**config.mk**
```make
export PLATFORM = sky130hd
export DESIGN_NAME = irq_chain_vectorer
export DESIGN_NICKNAME = d
export VERILOG_FILES = /design/src/rtl/irqv_pkg.sv /design/src/rtl/irqv_ctl_reg.sv /design/src/rtl/irqv_latches.sv /design/src/rtl/irqv_prio_scan.sv /design/src/rtl/irqv_chain_out.sv /design/src/rtl/irq_chain_vectorer.sv
export SDC_FILE = /design/constraint.sdc
export NUM_CORES = 1
export LEC_CHECK = 0
export BUFFER_PORTS_ARGS = -buffer_cell sky130_fd_sc_hd__buf_2
export CAP_MARGIN = 5
export CELL_PAD_IN_SITES_DETAIL_PLACEMENT = 0
export CELL_PAD_IN_SITES_GLOBAL_PLACEMENT = 1
export CORE_MARGIN = 4
export CORE_UTILIZATION = 25
export DETAILED_ROUTE_END_ITERATION = 8
export GPL_TIMING_DRIVEN = 0
export PLACE_DENSITY_LB_ADDON = 0.1
export RECOVER_POWER = 50
export SLEW_MARGIN = 20
export SYNTH_ARGS = -nofsm -noshare
export SYNTH_HDL_FRONTEND = slang
export SYNTH_SLANG_ARGS = --single-unit
export TNS_END_PERCENT = 1
```
**constraint.sdc**
```tcl
create_clock -name clk -period 2.32 [get_ports clk]
set_clock_uncertainty 0.1 [all_clocks]
set_input_delay 0.464 -clock clk [delete_from_list [all_inputs] [get_ports clk]]
set_output_delay 0.464 -clock clk [all_outputs]
set_load 0.05 [all_outputs]
```
**src/rtl/irqv_pkg.sv**
```systemverilog
package irqv_pkg;
  localparam int CODE_W = 3;
  localparam int NSRC   = 1 << CODE_W;
  localparam int VEC_W  = 8;
  localparam int CTL_W  = 5;

  typedef logic [CODE_W-1:0] code_t;
  typedef logic [VEC_W-1:0]  vec_t;

  // bit 0 = master enable ... bit 4 = software acknowledge enable
  typedef struct packed {
    logic swack_en;
    logic stat_hi;
    logic nv;
    logic dlc;
    logic mie;
  } ctl_t;

  localparam code_t IDLE_CODE = code_t'(3'b011);

  // Rank 0 is the highest priority. Within a channel: special > receive > transmit > external.
  function automatic code_t rank_code(input int r);
    logic chan_a;
    logic [1:0] kind;
    chan_a = (r < NSRC/2);
    case (r % (NSRC/2))
      0:       kind = 2'b11;
      1:       kind = 2'b10;
      2:       kind = 2'b00;
      default: kind = 2'b01;
    endcase
    return {chan_a, kind};
  endfunction

  // Write the source code into the base vector, low field or reversed high field.
  function automatic vec_t place_status(input vec_t base, input code_t c, input logic hi);
    vec_t v;
    v = base;
    if (hi) begin
      v[4] = c[2];
      v[5] = c[1];
      v[6] = c[0];
    end else begin
      v[3] = c[2];
      v[2] = c[1];
      v[1] = c[0];
    end
    return v;
  endfunction
endpackage

```
**src/rtl/irqv_ctl_reg.sv**
```systemverilog
module irqv_ctl_reg
  import irqv_pkg::*;
(
  input  logic             clk,
  input  logic             rst_n,
  input  logic             we,
  input  logic [CTL_W-1:0] wd,
  output ctl_t             ctl_q
);
  always_ff @(posedge clk or negedge rst_n) begin
    if (!rst_n)  ctl_q <= '0;
    else if (we) ctl_q <= ctl_t'(wd);
  end
endmodule

```
**src/rtl/irqv_latches.sv**
```systemverilog
module irqv_latches
  import irqv_pkg::*;
(
  input  logic            clk,
  input  logic            rst_n,
  input  logic [NSRC-1:0] src_req,
  input  logic            set_en,
  input  code_t           set_code,
  input  logic [NSRC-1:0] clr_mask,
  output logic [NSRC-1:0] pend_q,
  output logic [NSRC-1:0] ius_q
);
  logic [NSRC-1:0] set_mask;

  always_comb begin
    set_mask = '0;
    if (set_en) set_mask[set_code] = 1'b1;
  end

  always_ff @(posedge clk or negedge rst_n) begin
    if (!rst_n) begin
      pend_q <= '0;
      ius_q  <= '0;
    end else begin
      pend_q <= src_req;
      ius_q  <= (ius_q & ~clr_mask) | set_mask;
    end
  end
endmodule

```
**src/rtl/irqv_prio_scan.sv**
```systemverilog
module irqv_prio_scan
  import irqv_pkg::*;
(
  input  logic [NSRC-1:0] pend,
  input  logic [NSRC-1:0] ius,
  output logic            any_elig,
  output code_t           win_code,
  output logic            any_ius,
  output logic [NSRC-1:0] top_ius_mask
);
  logic [NSRC:0]   blocked;
  logic [NSRC-1:0] elig_r;

  assign blocked[0] = 1'b0;

  for (genvar r = 0; r < NSRC; r++) begin : g_rank
    localparam code_t C = rank_code(r);
    assign elig_r[r]    = pend[C] & ~blocked[r] & ~ius[C];
    assign blocked[r+1] = blocked[r] | ius[C];
  end

  assign any_ius = blocked[NSRC];

  always_comb begin
    win_code = IDLE_CODE;
    any_elig = 1'b0;
    for (int r = NSRC - 1; r >= 0; r--) begin
      if (elig_r[r]) begin
        win_code = rank_code(r);
        any_elig = 1'b1;
      end
    end
  end

  always_comb begin
    top_ius_mask = '0;
    for (int r = NSRC - 1; r >= 0; r--) begin
      if (ius[rank_code(r)]) begin
        top_ius_mask = '0;
        top_ius_mask[rank_code(r)] = 1'b1;
      end
    end
  end
endmodule

```
**src/rtl/irqv_chain_out.sv**
```systemverilog
module irqv_chain_out
  import irqv_pkg::*;
(
  input  ctl_t  ctl,
  input  logic  iei,
  input  logic  intack,
  input  logic  rd_stat,
  input  logic  rd_raw,
  input  vec_t  vec_base,
  input  logic  any_elig,
  input  code_t win_code,
  input  logic  any_ius,
  input  logic  any_pend,
  output logic  int_n,
  output logic  ieo,
  output logic  data_oe,
  output vec_t  data_out,
  output logic  ack_evt
);
  logic ack_ok, hw_ack, sw_ack;

  assign ack_ok  = ctl.mie & any_elig;
  assign hw_ack  = intack & iei & ack_ok;
  assign sw_ack  = rd_stat & ctl.swack_en & ack_ok;
  assign ack_evt = hw_ack | sw_ack;

  assign int_n   = ~(ctl.mie & iei & any_elig);
  assign ieo     = ~ctl.dlc & ~any_ius & iei & ~(ctl.mie & any_pend);
  assign data_oe = hw_ack & ~ctl.nv;

  assign data_out = rd_raw ? vec_base : place_status(vec_base, win_code, ctl.stat_hi);
endmodule

```
**src/rtl/irq_chain_vectorer.sv**
```systemverilog
module irq_chain_vectorer
  import irqv_pkg::*;
(
  input  logic             clk,
  input  logic             rst_n,
  input  logic [NSRC-1:0]  src_req,
  input  logic [VEC_W-1:0] vec_base,
  input  logic             ctl_we,
  input  logic [CTL_W-1:0] ctl_wd,
  input  logic             iei,
  input  logic             intack,
  input  logic             rd_stat,
  input  logic             rd_raw,
  input  logic             rst_ius,
  output logic             int_n,
  output logic             ieo,
  output logic             data_oe,
  output logic [VEC_W-1:0] data_out
);
  ctl_t            ctl_q;
  logic [NSRC-1:0] pend_q, ius_q, top_ius_mask, clr_mask;
  logic            any_elig, any_ius, ack_evt;
  code_t           win_code;

  // named internal events for the checker
  logic mie_q, dlc_q, nv_q;
  assign mie_q    = ctl_q.mie;
  assign dlc_q    = ctl_q.dlc;
  assign nv_q     = ctl_q.nv;
  assign clr_mask = rst_ius ? top_ius_mask : '0;

  irqv_ctl_reg u_ctl (
    .clk(clk), .rst_n(rst_n), .we(ctl_we), .wd(ctl_wd), .ctl_q(ctl_q)
  );

  irqv_latches u_lat (
    .clk(clk), .rst_n(rst_n), .src_req(src_req),
    .set_en(ack_evt), .set_code(win_code), .clr_mask(clr_mask),
    .pend_q(pend_q), .ius_q(ius_q)
  );

  irqv_prio_scan u_scan (
    .pend(pend_q), .ius(ius_q), .any_elig(any_elig), .win_code(win_code),
    .any_ius(any_ius), .top_ius_mask(top_ius_mask)
  );

  irqv_chain_out u_out (
    .ctl(ctl_q), .iei(iei), .intack(intack), .rd_stat(rd_stat), .rd_raw(rd_raw),
    .vec_base(vec_base), .any_elig(any_elig), .win_code(win_code),
    .any_ius(any_ius), .any_pend(|pend_q),
    .int_n(int_n), .ieo(ieo), .data_oe(data_oe), .data_out(data_out),
    .ack_evt(ack_evt)
  );
endmodule

```
# Word-level counts from Yosys, hierarchy flattened
# Cells that the tools add are included.
dict set report word_totals {
  register_bits 21
  inputBits 29
  elab_cells 147
}
dict set report op_classes {
  order_cmp 18
  n_mux 55
  n_bitwise 57
  n_reduce_logical 10
}
# cell n
set op_table {}
lappend op_table {{8-bit 2-to-1 mux} 9}
lappend op_table {{1-bit bitwise AND} 27}
lappend op_table {{3-bit 2-to-1 mux} 9}
lappend op_table {{3-bit by 4-bit < comparator with 1-bit output, second input constant} 5}
lappend op_table {{1-bit inverter} 19}
lappend op_table {{2-bit 2-to-1 mux} 9}
lappend op_table {{1-bit 2-to-1 mux} 17}
lappend op_table {{1-bit demux with 2-bit select} 8}
lappend op_table {{2-bit by 4-bit < comparator with 1-bit output, second input constant} 4}
lappend op_table {{3-bit by 1-bit >= comparator with 1-bit output, second input constant} 5}
lappend op_table {{1-bit logical AND} 9}
lappend op_table {{8-bit bitwise AND} 1}
lappend op_table {{2-bit by 1-bit >= comparator with 1-bit output, second input constant} 4}
lappend op_table {{8-bit inverter} 1}
lappend op_table {{1-bit OR} 8}
lappend op_table {{8-bit OR} 1}
lappend op_table {{8-bit OR reduction} 1}
lappend op_table {{7-bit 2-to-1 mux} 1}
lappend op_table {{4-bit 2-to-1 mux} 1}
lappend op_table {{1-bit demux with 3-bit select} 1}

# Depth between registers and ports, before layout
dict set report depth {
  depth_word 23
  depth_mapped 4
}

# Hierarchy
# From an unflattened synthesis, not the netlist that was laid out.
dict set report hier_totals {
  cells_unflattened 112
  hier_area_um2 1167.4
}
# module instances cells_each area_each_um2 seq_area_each_um2
set modules_own_cells {}
lappend modules_own_cells {irqv_latches 1 37 536.8 400.4}
lappend modules_own_cells {irqv_prio_scan 1 37 222.7 0.0}
lappend modules_own_cells {irqv_ctl_reg 1 10 181.4 125.1}
lappend modules_own_cells {irqv_chain_out 1 17 160.2 0.0}
lappend modules_own_cells {irq_chain_vectorer 1 11 66.3 0.0}

# Worst setup path before layout
# Ideal clock, no wire load.
dict set report synth_path {
  path_kind {register to output}
  startpoint {reg u_lat.pend_q[0]}
  endpoint {out ieo}
  arrival_ns 2.620
  setup_slack_ns -0.864
  stages_incl_launch_ff 4
  path_buffers 0
  path_cell_list {dfrtp_1 > or4_1 > o21ai_0 > nor4b_1}
}
dict set report synth_via {
  elab_chain_cells 4
}
# item line
set synth_rtl {}
lappend synth_rtl {{from (decl)} irqv_latches.sv:10} ;# output logic [NSRC-1:0] pend_q,
lappend synth_rtl {{from (signal assigned)} irqv_latches.sv:25} ;# pend_q <= src_req;
lappend synth_rtl {{8-bit OR reduction} irq_chain_vectorer.sv:50} ;# .any_ius(any_ius), .any_pend(|pend_q),
lappend synth_rtl {{1-bit bitwise AND} irqv_chain_out.sv:28} ;# assign ieo = ~ctl.dlc & ~any_ius & iei & ~(ctl.mie & any_pend);
lappend synth_rtl {{1-bit inverter} irqv_chain_out.sv:28}
lappend synth_rtl {{1-bit bitwise AND} irqv_chain_out.sv:28}
lappend synth_rtl {{to (decl)} irq_chain_vectorer.sv:16} ;# output logic ieo,
# No other way between the ends.

# Worst setup path in the final report
dict set report layout_path {
  startpoint {reg u_lat.ius_q[4]}
  endpoint {out data_out[5]}
}
dict set report layout_via {
  elab_chain_cells 18
}
# item line
set layout_rtl {}
lappend layout_rtl {{from (decl)} irqv_latches.sv:11} ;# output logic [NSRC-1:0] ius_q
lappend layout_rtl {{from (signal assigned)} irqv_latches.sv:26} ;# ius_q <= (ius_q & ~clr_mask) | set_mask;
lappend layout_rtl {{1-bit OR (5 in series)} irqv_prio_scan.sv:19} ;# assign blocked[r+1] = blocked[r] | ius[C];
lappend layout_rtl {{1-bit inverter} irqv_prio_scan.sv:18} ;# assign elig_r[r] = pend[C] & ~blocked[r] & ~ius[C];
lappend layout_rtl {{1-bit bitwise AND (2 in series)} irqv_prio_scan.sv:18}
lappend layout_rtl {{2-bit 2-to-1 mux} irqv_prio_scan.sv:28} ;# if (elig_r[r]) begin
lappend layout_rtl {{3-bit 2-to-1 mux (4 in series)} irqv_prio_scan.sv:28}
lappend layout_rtl {{3-bit 2-to-1 mux (*) (3 in series)} irqv_prio_scan.sv:28}
lappend layout_rtl {{3-bit 2-to-1 mux (*)} irqv_pkg.sv:39} ;# if (hi) begin
lappend layout_rtl {{7-bit 2-to-1 mux (*)} irqv_chain_out.sv:31} ;# assign data_out = rd_raw ? vec_base : place_status(vec_base, win_code, ctl.stat_hi);
lappend layout_rtl {{to (decl)} irq_chain_vectorer.sv:18} ;# output logic [VEC_W-1:0] data_out
# Every way passes the cells marked *; elsewhere a longest branch is shown, timed or not.

==> metrics.md <==
| Metric | Value |
|---|---|
| Remaining global-route overflow | `0` |
| Core Area | `0.00414 mm²` |
| Mux cell area share after synthesis | `0.0511` |
| Drt first pass iters | `4` |
| Clock Path Buffers | `2` |
| Synth Flop Type | `dfrtp_1` |
| Post-Synth Simple-Gate Area | `0.219` |
| Synthesized area | `0.00110 mm²` |
| Largest net degree at the start of global routing | `22` |
| Yosys reg bits | `21` |
| First-pass GRT wire length | `5020 µm` |
| Wire length on met1 | `1320 µm` |
| Min-delay worst type | `primary input to flop` |
| Final Wtd Congestion | `0.845` |
| Initial core utilization | `0.266` |
| Placement Cell Area | `0.00136 mm²` |
| Critical Path Fanout Max | `5` |
| Peak supply drop | `0.300 mV` |
| Fmax | `424 MHz` |
| Layout cells sized above 1 | `0.430` |
| Most common cell in the synthesized netlist | `dfrtp_1` |
| Leakage power | `0.702 nW` |
| Compound-Gate Fraction of Synth Area | `0.229` |
| Finished Layout Cells | `208` |
| Top cell type's share of synthesized area | `0.477` |
| Number of port buffers | `37` |
| DRT iter0 DRCs | `60` |
| Post-synth cell types | `36` |
| I/O pin total | `40` |
| DR vias | `1028` |
| Number of flops mapped to enable cells by yosys | `0` |
| Worst Setup End Kind | `output port` |
| Register area share after synthesis | `0.477` |
| Hold_sp | `src_req[5]` |
| RSZ-0062 raised after global routing | `true` |
| Status | `finished with violations` |
| # H-tree levels | `1` |
| Synth Warn # | `0` |
| Met2 WL post-DR | `1520 µm` |
| Vias in the first global route | `1100` |
| # nets final | `188` |
| Hold_ws | `0.200 ns` |
| Worst setup path class | `flop to output port` |
| WL/cell | `14.8 µm` |
| Adder-cell share of the synthesized area | `0` |
| Slew of the pin with the lowest slew margin | `1.16 ns` |
| FF-to-FF Start | `u_lat.ius_q[4]$_DFF_PN0_` |
| Vias per inst | `4.94` |
| Clock Pin Slew Worst Setup and Hold Paths | `0.08 ns` |
| Max-cap viol count | `0` |
| Worst EP arrival | `1.80 ns` |
| Initial antenna violation count | `0` |
| DIE HEIGHT | `74.4 µm` |
| Worst Path Required | `1.76 ns` |
| Final Cycle Share | `1.02` |
| CP startpoint kind | `flop` |
| Highest Signal Layer | `met4` |
| Clk sinks | `21` |
| Layout area overhead | `39.0%` |
| Residual DRC | `0` |
| Synth area leaders | `dfrtp_1 48%, o21ai_0 5.4%, mux2_2 5.1%` |
| Layout fillers | `456` |
| Pwr Density | `685 mW/mm²` |
| Die area | `0.00554 mm²` |
| Slew headroom | `0.227` |
| Yosys top cell by area | `dfrtp_1` |
| Critical Path Source | `u_lat.ius_q[4]$_DFF_PN0_` |
| Asr flop ratio synth | `1.00` |
| PnR worst setup slack | `-0.0397 ns` |
| Post-layout util | `0.370` |
| Largest family of logic cells by synthesized area | `compound AO/OA/AOI/OAI gates` |
| Gr usage total | `0.118` |
| Setup Viol. Count Final | `4` |
| DP HPWL | `2310 µm` |
| Placed insts | `197` |
| Synth top cells by count | `21 x dfrtp_1, 12 x nor2_1, 12 x o21ai_0, 10 x nand2_1` |
| Mapped Cells | `110` |
| DR WL met3 | `196 µm` |
| N_diodes | `0` |
| CTS tree | `done` |
| Final Cell Area | `0.00153 mm²` |
| Syn_nets | `139` |
| Xor/xnor share of the synthesized area | `0` |
| Final Max Tran Viols | `0` |
| Final Hold Vio Count | `0` |
| Routed Antenna Nets | `0` |
| Tmin final | `2.36 ns` |
| Failing checks | `setup timing` |
| Chip Width | `74.4 µm` |
| Site row count | `23` |
| Setup_tns | `-0.144 ns` |
| Routed wire length | `3080 µm` |
| Clk Latency, worst-skew pair | `0.26 ns` |
| Syn_area_per_cell | `10.0 µm²` |
| Hold Buf Count CTS | `0` |
| Clock Tree Root | `clkbuf_8` |
| CTS Buf Count | `3` |
[flip-flops by register name, indices dropped and copies added (netlist names)]
name / count
u_lat.ius_q: 8
u_lat.pend_q: 8
u_ctl.ctl_q: 5
[cell usage in the layout (no fill, tap or decap), types with 4 or more instances in the layout]
cell type | netlist | final
mux2_2 | 5 | 5
nand2_1 | 10 | 10
nor2_1 | 12 | 11
buf_4 | 2 | 15
nor2b_1 | 5 | 5
o21ai_0 | 12 | 8
dfrtp_1 | 21 | 20
buf_2 | 0 | 28
a21oi_1 | 4 | 4
[path summary, 6_finish.rpt]
check,endpoint,cells past startpoint,slack [ns]
worst max-delay path,data_out[5],5,-0.04
worst max register to register,u_lat.ius_q[1]$_DFF_PN0_,5,0.43
min in group asynchronous,u_lat.ius_q[6]$_DFF_PN0_,1,0.31
max in group asynchronous,u_lat.ius_q[7]$_DFF_PN0_,1,1.04
worst min-delay path,u_lat.pend_q[5]$_DFF_PN0_,1,0.20
worst min register to register,u_ctl.ctl_q[2]$_DFFE_PN0P_,1,0.42
[worst max-delay path, cell delays in order (launching register included)]
cell and delay, ns:
dfrtp_1 0.42, nor3_4 0.30, o2111ai_2 0.21, o31ai_4 0.29, a22oi_1 0.11, buf_4 0.20
[cells by family (layout without fill, tap and decap cells)]
family	after synthesis	count (layout)
buffers and inverters	5	53
flip-flops	21	21
AND/OR/NAND/NOR	44	44
multiplexers	5	5
AO/OA/AOI/OAI	35	35
[per-stage QoR]
step | setup WS, ns | total power [mW]
floorplan | -0.155 | 0.628
global placement | -0.0791 | 0.722
detailed placement | -0.112 | 0.724
CTS | -0.0442 | 1.05
global route | -0.160 | 1.10
finish | -0.0397 | 1.05
[routing by layer]
layer / vias up / GRT usage
met3: 4 / 0.0203
li1: 500 / -
met2: 36 / 0.190
met1: 488 / 0.162
met4: 0 / 0.0395
met5: - / 0
[report_power, final]
part | internal, mW | switching (mW)
clock | 0.123 | 0.124
sequential | 0.391 | 0.0286
combinational | 0.157 | 0.227
total | 0.670 | 0.380
[timing repair]
item | in CTS | in global routing
setup buffers | 7 | 0
pin swaps | 8 | 0
endpoints found under the setup margin | 9 | 9
resized for setup | 20 | 3
cloned | 0 | 0
[area by class of cell]
cell class	count	area (µm²)	share of cell area
Tap cell	50	62.6	0.0408
Timing Repair Buffer	44	264	0.172
Buffer	2	15.0	0.00980
Inverter	3	11.3	0.00735
Multi-Input combinational cell	84	608	0.397
Clock buffer	4	45.0	0.0294
Sequential cell	21	527	0.344
Note: power is estimated with default switching activity, not from simulation.
